## config.mk

```make
export PLATFORM = sky130hd
export DESIGN_NAME = periph_clkgen
export DESIGN_NICKNAME = d
export VERILOG_FILES = /design/src/rtl/pclk_pkg.sv /design/src/rtl/pclk_regs.sv /design/src/rtl/pclk_divchain.sv /design/src/rtl/pclk_gate.sv /design/src/rtl/periph_clkgen.sv
export SDC_FILE = /design/constraint.sdc
export NUM_CORES = 1
export LEC_CHECK = 0
export CAP_MARGIN = 20
export CORE_MARGIN = 4
export CORE_UTILIZATION = 60
export DETAILED_ROUTE_END_ITERATION = 10
export DONT_BUFFER_PORTS = 1
export PLACE_DENSITY_LB_ADDON = 0.12
export SETUP_SLACK_MARGIN = 0.15
export SLEW_MARGIN = 25
export SYNTH_ARGS = -nofsm -noshare
export SYNTH_HDL_FRONTEND = slang
export SYNTH_SLANG_ARGS = --single-unit
export TNS_END_PERCENT = 5
```

## constraint.sdc

```tcl
create_clock -name clk -period 6.5 [get_ports clk]
set_input_delay 1.3 -clock clk [delete_from_list [all_inputs] [get_ports clk]]
set_output_delay 1.3 -clock clk [all_outputs]
set_load 0.01 [all_outputs]
```

## src/rtl/pclk_pkg.sv

```systemverilog
package pclk_pkg;
   localparam int FW    = 3;                       // divider code width
   localparam int MAXF  = 6;                       // largest legal factor
   localparam int TW    = $clog2(MAXF * MAXF + 1); // total-division width
   localparam int NSRC  = 4;                       // candidate references
   localparam int SELW  = $clog2(NSRC);
   localparam int NREG  = 6;                       // word slots 0x0 .. 0x14
   localparam int IDX_SEL  = 0;
   localparam int IDX_SPARE = 4;
   localparam int IDX_GATE = 5;

   typedef logic [FW-1:0] fcode_t;

   // Legal codes map to their own value, anything else to zero.
   function automatic fcode_t code_to_factor(input fcode_t c);
      return (c >= fcode_t'(1) && c <= fcode_t'(MAXF)) ? c : '0;
   endfunction
endpackage

```

## src/rtl/pclk_regs.sv

```systemverilog
module pclk_regs
   import pclk_pkg::*;
#(
   parameter int DW        = 32,
   parameter int AW        = 5,
   parameter int DIV_A_IDX = 3,
   parameter int DIV_A_SH  = 16,
   parameter int DIV_B_IDX = 3,
   parameter int DIV_B_SH  = 13,
   parameter int SEL_SH    = 0,
   parameter int GATE_BIT  = 2
) (
   input  logic            clk,
   input  logic            rst_n,
   input  logic            wr_en,
   input  logic [AW-1:0]   addr,
   input  logic [DW-1:0]   wdata,
   input  logic [SELW-1:0] hw_sel,
   output logic [DW-1:0]   rdata,
   output fcode_t          code_a,
   output fcode_t          code_b,
   output logic            gate_dis,
   output logic [SELW-1:0] sel
);
   localparam int WORD_W = AW - 2;

   logic [WORD_W-1:0] word;
   logic [1:0]        unused_byte_lane;
   logic [DW-1:0]     regs_w [1:NREG-1];
   logic [SELW-1:0]   sel_q;

   assign word             = addr[AW-1:2];
   assign unused_byte_lane = addr[1:0];

   // Select field mirrors the hardware value; bus writes never reach it.
   always_ff @(posedge clk or negedge rst_n) begin
      if (!rst_n) sel_q <= '0;
      else        sel_q <= hw_sel;
   end

   for (genvar i = 1; i < NREG; i++) begin : g_reg
      localparam logic [DW-1:0] RV_A = (i == DIV_A_IDX) ? (DW'(1) << DIV_A_SH) : '0;
      localparam logic [DW-1:0] RV_B = (i == DIV_B_IDX) ? (DW'(1) << DIV_B_SH) : '0;
      logic [DW-1:0] q;
      always_ff @(posedge clk or negedge rst_n) begin
         if (!rst_n)                             q <= RV_A | RV_B;
         else if (wr_en && word == WORD_W'(i))   q <= wdata;
      end
      assign regs_w[i] = q;
   end

   always_comb begin
      rdata = '0;
      if (word == WORD_W'(IDX_SEL)) rdata[SEL_SH +: SELW] = sel_q;
      for (int i = 1; i < NREG; i++)
         if (word == WORD_W'(i)) rdata = regs_w[i];
   end

   assign code_a   = regs_w[DIV_A_IDX][DIV_A_SH +: FW];
   assign code_b   = regs_w[DIV_B_IDX][DIV_B_SH +: FW];
   assign gate_dis = regs_w[IDX_GATE][GATE_BIT];
   assign sel      = sel_q;
endmodule

```

## src/rtl/pclk_divchain.sv

```systemverilog
module pclk_divchain
   import pclk_pkg::*;
(
   input  logic          clk,
   input  logic          rst_n,
   input  logic          rise,     // one-cycle event per reference period
   input  logic          src_lvl,  // sampled reference level (N = 1 path)
   input  fcode_t        code_a,
   input  fcode_t        code_b,
   output logic          div_lvl,
   output logic [TW-1:0] total,
   output logic          load
);
   fcode_t fa_q, fb_q, ca_q, cb_q;
   logic   act_ok, a_last, b_last;
   logic [TW-1:0] pos, half;

   assign act_ok = (fa_q != '0) && (fb_q != '0);
   assign a_last = (ca_q == FW'(fa_q - FW'(1)));
   assign b_last = (cb_q == FW'(fb_q - FW'(1)));
   assign load   = !act_ok || (rise && a_last && b_last);

   always_ff @(posedge clk or negedge rst_n) begin
      if (!rst_n) begin
         fa_q <= FW'(1);
         fb_q <= FW'(1);
         ca_q <= '0;
         cb_q <= '0;
      end else if (load) begin
         fa_q <= code_to_factor(code_a);
         fb_q <= code_to_factor(code_b);
         ca_q <= '0;
         cb_q <= '0;
      end else if (rise) begin
         if (a_last) begin
            ca_q <= '0;
            cb_q <= FW'(cb_q + FW'(1));
         end else begin
            ca_q <= FW'(ca_q + FW'(1));
         end
      end
   end

   assign total = act_ok ? TW'(TW'(fa_q) * TW'(fb_q)) : '0;
   assign pos   = TW'(TW'(cb_q) * TW'(fa_q)) + TW'(ca_q);
   assign half  = total >> 1;

   always_comb begin
      if (!act_ok)              div_lvl = 1'b0;
      else if (total == TW'(1)) div_lvl = src_lvl;
      else                      div_lvl = (pos < half);
   end
endmodule

```

## src/rtl/pclk_gate.sv

```systemverilog
module pclk_gate #(
   parameter bit SYNC = 1'b1
) (
   input  logic clk,
   input  logic rst_n,
   input  logic div_lvl,
   input  logic dis,
   output logic en_o,
   output logic clk_o
);
   logic en_q, out_q;

   if (SYNC) begin : g_sync
      // Enable only moves while the divided clock is low: whole pulses only.
      always_ff @(posedge clk or negedge rst_n) begin
         if (!rst_n)       en_q <= 1'b1;
         else if (!div_lvl) en_q <= !dis;
      end
   end else begin : g_direct
      always_ff @(posedge clk or negedge rst_n) begin
         if (!rst_n) en_q <= 1'b1;
         else        en_q <= !dis;
      end
   end

   always_ff @(posedge clk or negedge rst_n) begin
      if (!rst_n) out_q <= 1'b0;
      else        out_q <= div_lvl & en_q;
   end

   assign en_o  = en_q;
   assign clk_o = out_q;
endmodule

```

## src/rtl/periph_clkgen.sv

```systemverilog
module periph_clkgen
   import pclk_pkg::*;
#(
   parameter int DW        = 32,
   parameter int AW        = 5,
   parameter int DIV_A_IDX = 3,
   parameter int DIV_A_SH  = 16,
   parameter int DIV_B_IDX = 3,
   parameter int DIV_B_SH  = 13,
   parameter int SEL_SH    = 0,
   parameter int GATE_BIT  = 2,
   parameter bit SYNC_GATE = 1'b1
) (
   input  logic            clk,
   input  logic            rst_n,
   input  logic [NSRC-1:0] src_clk_i,
   input  logic [SELW-1:0] hw_sel_i,
   input  logic            wr_en_i,
   input  logic [AW-1:0]   addr_i,
   input  logic [DW-1:0]   wr_data_i,
   output logic [DW-1:0]   rd_data_o,
   output logic            clk_out_o,
   output logic [TW-1:0]   div_total_o,
   output logic            div_err_o
);
   if (AW < 5) begin : g_bad_aw
      $error("address too narrow for six word slots");
   end
   if (DIV_A_IDX < 1 || DIV_A_IDX > 3 || DIV_B_IDX < 1 || DIV_B_IDX > 3) begin : g_bad_idx
      $error("divider fields must live in word slots 1 to 3");
   end
   if (DIV_A_SH > DW - FW || DIV_B_SH > DW - FW || SEL_SH > DW - SELW || GATE_BIT >= DW) begin : g_bad_sh
      $error("field position outside the data word");
   end
   if (DIV_A_IDX == DIV_B_IDX &&
       ((DIV_A_SH > DIV_B_SH) ? (DIV_A_SH - DIV_B_SH) : (DIV_B_SH - DIV_A_SH)) < FW) begin : g_overlap
      $error("divider fields overlap");
   end

   fcode_t          code_a, code_b;
   logic            gate_dis, src_sel, src_q, src_rise, div_lvl, chain_load, gate_en;
   logic [SELW-1:0] sel;

   pclk_regs #(
      .DW(DW), .AW(AW), .DIV_A_IDX(DIV_A_IDX), .DIV_A_SH(DIV_A_SH),
      .DIV_B_IDX(DIV_B_IDX), .DIV_B_SH(DIV_B_SH), .SEL_SH(SEL_SH), .GATE_BIT(GATE_BIT)
   ) u_regs (
      .clk(clk), .rst_n(rst_n), .wr_en(wr_en_i), .addr(addr_i), .wdata(wr_data_i),
      .hw_sel(hw_sel_i), .rdata(rd_data_o), .code_a(code_a), .code_b(code_b),
      .gate_dis(gate_dis), .sel(sel)
   );

   assign src_sel = src_clk_i[sel];

   always_ff @(posedge clk or negedge rst_n) begin
      if (!rst_n) src_q <= 1'b0;
      else        src_q <= src_sel;
   end
   assign src_rise = src_sel & ~src_q;

   pclk_divchain u_chain (
      .clk(clk), .rst_n(rst_n), .rise(src_rise), .src_lvl(src_q),
      .code_a(code_a), .code_b(code_b), .div_lvl(div_lvl),
      .total(div_total_o), .load(chain_load)
   );

   pclk_gate #(.SYNC(SYNC_GATE)) u_gate (
      .clk(clk), .rst_n(rst_n), .div_lvl(div_lvl), .dis(gate_dis),
      .en_o(gate_en), .clk_o(clk_out_o)
   );

   assign div_err_o = (code_to_factor(code_a) == '0) || (code_to_factor(code_b) == '0);
endmodule

```

# ---- Word-level counts from Yosys, hierarchy flattened
# Cells that the tools add are included.
dict set report classes {
  add_sub_neg 5
  n_mul 2
  magnitude_cmp 6
  n_eq_ne 8
  n_mux 19
  n_bitwise 3
  reduce_logical 22
}
# op n
set op_table {}
lappend op_table {{32-bit two-way mux} 5}
lappend op_table {{3-bit two-way mux} 8}
lappend op_table {{3-bit by 3-bit multiplier with 6-bit output} 2}
lappend op_table {{1-bit logical AND} 10}
lappend op_table {{3-bit zero test} 3}
lappend op_table {{3-bit by 1-bit adder with 3-bit output (second input constant)} 2}
lappend op_table {{6-bit by 3-bit adder with 6-bit output} 1}
lappend op_table {{3-bit by 2-bit == test with 1-bit output (second input constant)} 2}
lappend op_table {{3-bit == test} 2}
lappend op_table {{3-bit == test (second input constant)} 2}
lappend op_table {{6-bit by 1-bit == test with 1-bit output (second input constant)} 1}
lappend op_table {{3-bit by 1-bit >= comparator with 1-bit output (second input constant)} 2}
lappend op_table {{3-bit less-or-equal comparator (second input constant)} 2}
lappend op_table {{6-bit by 5-bit < comparator with 1-bit output} 1}
lappend op_table {{6-bit two-way mux} 1}
lappend op_table {{3-bit nonzero test} 2}
lappend op_table {{3-bit by 1-bit subtractor with 3-bit output (second input constant)} 2}
lappend op_table {{2-bit nonzero test} 2}
lappend op_table {{3-bit by 1-bit == test with 1-bit output (second input constant)} 1}
lappend op_table {{2-bit by 3-bit < comparator with 1-bit output (second input constant)} 1}
lappend op_table {{1-bit two-way mux} 3}
lappend op_table {{1-bit AND} 2}
lappend op_table {{1-bit binary-select mux with 2-bit select} 1}
lappend op_table {{1-bit zero test} 2}
lappend op_table {{other kinds (4)} 5}
dict set report totals {
  register_bits 177
  inputBits 46
  out_inout_bits 40
  elab_cells 78
}

# ---- Depth between registers and ports, before layout
dict set report logic_depth {
  depth_word 8
  mapped_depth 14
  mapped_depth_nobuf 14
}

# ---- Cells and area by module
# From an unflattened synthesis, not the netlist that was laid out.
dict set report hier_totals {
  cells_unflattened 706
  area_unflattened_um2 9078.7
}
# module instances cells_each area_per_inst_um2 seq_area_each_um2
set modules_own_cells {}
lappend modules_own_cells {pclk_regs 1 540 7503.4 4056.4}
lappend modules_own_cells {pclk_divchain 1 153 1415.1 302.8}
lappend modules_own_cells {periph_clkgen 1 9 92.6 25.0}
lappend modules_own_cells {pclk_gate 1 4 67.6 51.3}

# ---- Worst setup path before layout
# No wires, ideal clock.
dict set report synth_path {
  path_type {in2out}
  start {input port addr_i[2]}
  end {output port rd_data_o[30]}
  t_arrival_ns 2.585
  required_ns 5.200
  slack_ns 2.615
  cell_stages 5
  path_cell_list {clkbuf_1 -> clkbuf_1 -> mux2_2 -> a22oi_1 -> o22ai_1}
}
dict set report synth_between {
  elab_chain_cells 6
  elab_cells_between_ends 10
  cone_classes {5 x eq/ne; 5 x mux}
}
# item line
set synth_lines {}
lappend synth_lines {{from (decl)} periph_clkgen.sv:19} ;# input logic [AW-1:0] addr_i,
lappend synth_lines {{3-bit by 1-bit == test with 1-bit output} pclk_regs.sv:56} ;# if (word == WORD_W'(i)) rdata = regs_w[i];
lappend synth_lines {{32-bit two-way mux (4 in a row)} pclk_regs.sv:56}
lappend synth_lines {{32-bit two-way mux *} pclk_regs.sv:56}
lappend synth_lines {{to (decl)} periph_clkgen.sv:21} ;# output logic [DW-1:0] rd_data_o,
# Every way passes the cells marked *; elsewhere a longest branch is shown, timed or not.

# ---- Worst setup path after layout
dict set report layout_path {
  start {register u_chain.fa_q[0]}
  end {output port div_total_o[4]}
}
dict set report layout_between {
  elab_chain_cells 3
  elab_cells_between_ends 4
  cone_classes {1 x mul; 1 x mux; 2 x reduce/logical}
}
# item line
set layout_lines {}
lappend layout_lines {{from (decl)} pclk_divchain.sv:14} ;# fcode_t fa_q, fb_q, ca_q, cb_q;
lappend layout_lines {{from (signal assigned)} pclk_divchain.sv:30} ;# fa_q <= code_to_factor(code_a);
lappend layout_lines {{branches (longest 2 deep; another with 3-bit by 3-bit multiplier with 6-bit output)} --}
lappend layout_lines {{6-bit two-way mux *} pclk_divchain.sv:44} ;# assign total = act_ok ? TW'(TW'(fa_q) * TW'(fb_q)) : '0;
lappend layout_lines {{to (decl)} periph_clkgen.sv:23} ;# output logic [TW-1:0] div_total_o,
# Every way passes the cells marked *.

==> out/qor.csv <==
metric,value,unit
status,"complete, no violations",
NumNets Final,730,
top post-synthesis cells by area,"dfrtp_1 (49%), mux2_2 (19%), mux2_1 (4.8%)",
Via Count,5286,
floorplan row count,44,
largest family of logic cells by synthesized area,multiplexers,
Area growth syn-to-layout,8.21,%
met2 Use GR,40.2,%
CP max FO,6,
gr busiest metal,met2,
Post-route DRC,0,
synthesized area per cell,13.2,um2
HPWL Detailed,11.6,mm
FF-to-FF path depth,14,
DIE HEIGHT,129,um
post-synthesis sequential area ratio,50.1,%
clock latency on the worst-skew pair,0.42,ns
Hold Crit Class,reg2reg,
multiplexer share of the synthesized area,29.2,%
Synth area leader,dfrtp_1,
post-DR vias/cell,6.21,
"Reg clk slew, reported paths",0.06,ns
fin crit share,62.4,%
Max-Cap Viols,0,
Die X,129,um
Antenna Cells,0,
share of cells above drive strength 1,30.7,%
Max-slew headroom,34.1,%
overall global routing resource usage,23.5,%
Syn Inst Count,671,
post-synthesis compound-gate area fraction,6.80,%
RSZ-0062 raised after global routing,false,
Clock Path Buffers,2,
antenna violations before repair,0,
Post-Synth Adder-Cell Area,4.66,%
Yosys top cell area share,48.6,%
port bufs,0,
clock sink total,177,
Congestion Overflow GR,0,
total CTS buffers,17,
routed len/inst,21.7,um
core area,14500,um2
io pins,86,
first-pass GRT wire length,30.6,mm
Synth Net Count,747,
Detailed Route Iter0 Violations,276,
Critical Path End Type,output port,
endpoints failing setup,0,
Highest Clock Rate,0.246,GHz
Power Density,346,nW/um2
CTS root buf,clkbuf_16,
Worst Path Arrival,2.76,ns
ys flop type,dfrtp_1,
Leak,4.30,nW
Initial Util,61.1,%
pin count of the biggest net entering global routing,178,
Util after Layout,66.2,%
Layout Skew,0.00533,ns
Routed Antenna Nets,0,
Final Wtd Congestion,0.788,
Worst Hold Path Cells,1,
met3 Resource Use GR,6.55,%
Critical Path RT,5.20,ns
xor/xnor share of the synthesized area,1.72,%
met1 Usage GRT,29.6,%
Yosys reg bits,177,
Initial DRT Pass Iterations,4,
Yosys Warn Count,0,
Startpoint Class,flop,
top-count cell post-synth,dfrtp_1,
Fin Setup TNS,0,ns
synthesized area,8850,um2
min Tclk post-route,4.06,ns
synth cell count leaders,"dfrtp_1 (172), mux2_2 (152), mux2_1 (38)",
die area,16800,um2
final hold vios,0,
Slew @ Worst Pin,0.987,ns
Slew Limit Fails,0,
Synth async-reset ratio,100,%
simple-gate share of the synthesized area,4.91,%
H-Tree Depth,4,
vias in the first global route,5888,
Total Wirelength,18.4,mm
# hold bufs at CTS,0,
count of different cell masters after synthesis,53,
CTS tree,built,
"Setup Fix Bufs, Post-CTS",0,
crit path kind,reg2out,
Max IR drop VDD,198,uV
CTS resizes,0,
number of synthesized flops with an enable pin,0,
## registers in the layout, summed over array words and instances, names as in the netlist
register	count
u_chain.fa_q	3
u_chain.fb_q	3
u_regs.g.q	160
u_chain.cb_q	3
src_q	1
u_regs.sel	2
u_chain.ca_q	3
u_gate.en_o	1
u_gate.clk_o	1
## layout by cell type (no fill, tap or decap), types with 4 or more instances in the layout
cell type    n
dfrtp_1    172
mux2_2     152
mux2_1      38
mux2i_1     36
o22ai_1     31
a22oi_1     30
ha_1        25
nand2_1     18
clkbuf_16   17
inv_1       13
and2_1      12
nor2_1      12
a21oi_1      7
xor2_1       6
clkbuf_1     6
xnor2_1      5
fa_1         5
buf_4        5
dfstp_2      5
a21boi_0     4
nand3_1      4
mux2_4       4
clkbuf_8     4
## stage by stage
stage          total power [mW]  worst slack, ns  cells  cell area (um2)  hold slack, ns
6_report                   3.32             2.44    851             9580           0.484
4_1_cts                    3.34             2.41    851             9580           0.485
3_5_place_dp               2.33             2.50    819             8990           0.472
2_1_floorplan              2.18             2.62    671             8850           0.454
3_3_place_gp               2.27             2.52    818             8980           0.463
5_1_grt                    3.52             2.25    851             9580           0.508
## layout make-up
| cell class | count | area [um2] |
|---|---|---|
| clock buffers | 27 | 503 |
| fillers | 1075 | 4900 |
| multi-input cells | 439 | 4230 |
| well taps | 184 | 230 |
| inverters | 13 | 48.8 |
| clock inverters | 5 | 81.3 |
| flip-flops and latches | 177 | 4440 |
| repair buffers | 6 | 48.8 |
## layer usage
layer | share of wire, % | routed length, um
met5 | 0 | 0
met4 | 1.3 | 246
met3 | 5.2 | 951
met2 | 51 | 9430
met1 | 42 | 7800
## power breakdown
part / switching [mW] / internal [mW] / total [mW]
registers: 0.157 / 1.36 / 1.52
logic: 0.369 / 0.424 / 0.793
clock network: 0.399 / 0.608 / 1.01
## cell families (layout without fill, tap and decap cells)
| group | after synthesis | after routing |
|---|---|---|
| adder cells (fa/ha/maj) | 30 | 30 |
| multiplexers | 231 | 231 |
| AO/OA/AOI/OAI | 88 | 88 |
| AND/OR/NAND/NOR | 76 | 76 |
| flip-flops | 177 | 177 |
| buffers and inverters | 55 | 51 |
| XOR/XNOR | 14 | 14 |
## worst paths after layout
check,startpoint,to,slack [ns]
setup / recovery,u_chain.fa_q[0]$_DFFE_PN1N_,div_total_o[4],2.44
hold / removal,u_regs.g_reg[2].q[8]$_DFFE_PN0P_,u_regs.g_reg[2].q[8]$_DFFE_PN0P_,0.48
setup reg to reg,u_chain.fa_q[0]$_DFFE_PN1N_,u_gate.en_o$_DFFE_PN1N_,2.79
hold reg to reg,u_regs.g_reg[2].q[8]$_DFFE_PN0P_,u_regs.g_reg[2].q[8]$_DFFE_PN0P_,0.48
max in group asynchronous,rst_n,u_chain.fb_q[0]$_DFFE_PN1N_,5.70
min in group asynchronous,rst_n,u_gate.clk_o$_DFF_PN0_,0.57
## worst max-delay path, stage by stage, from the launching register on
cell     delay, ns
dfstp_2       0.61
nand2_1       0.10
fa_1          0.55
inv_1         0.04
ha_1          0.22
fa_1          0.38
xor2_1        0.19
nand2_1       0.12
inv_1         0.14
No activity file was read; power rests on OpenSTA's default activity.
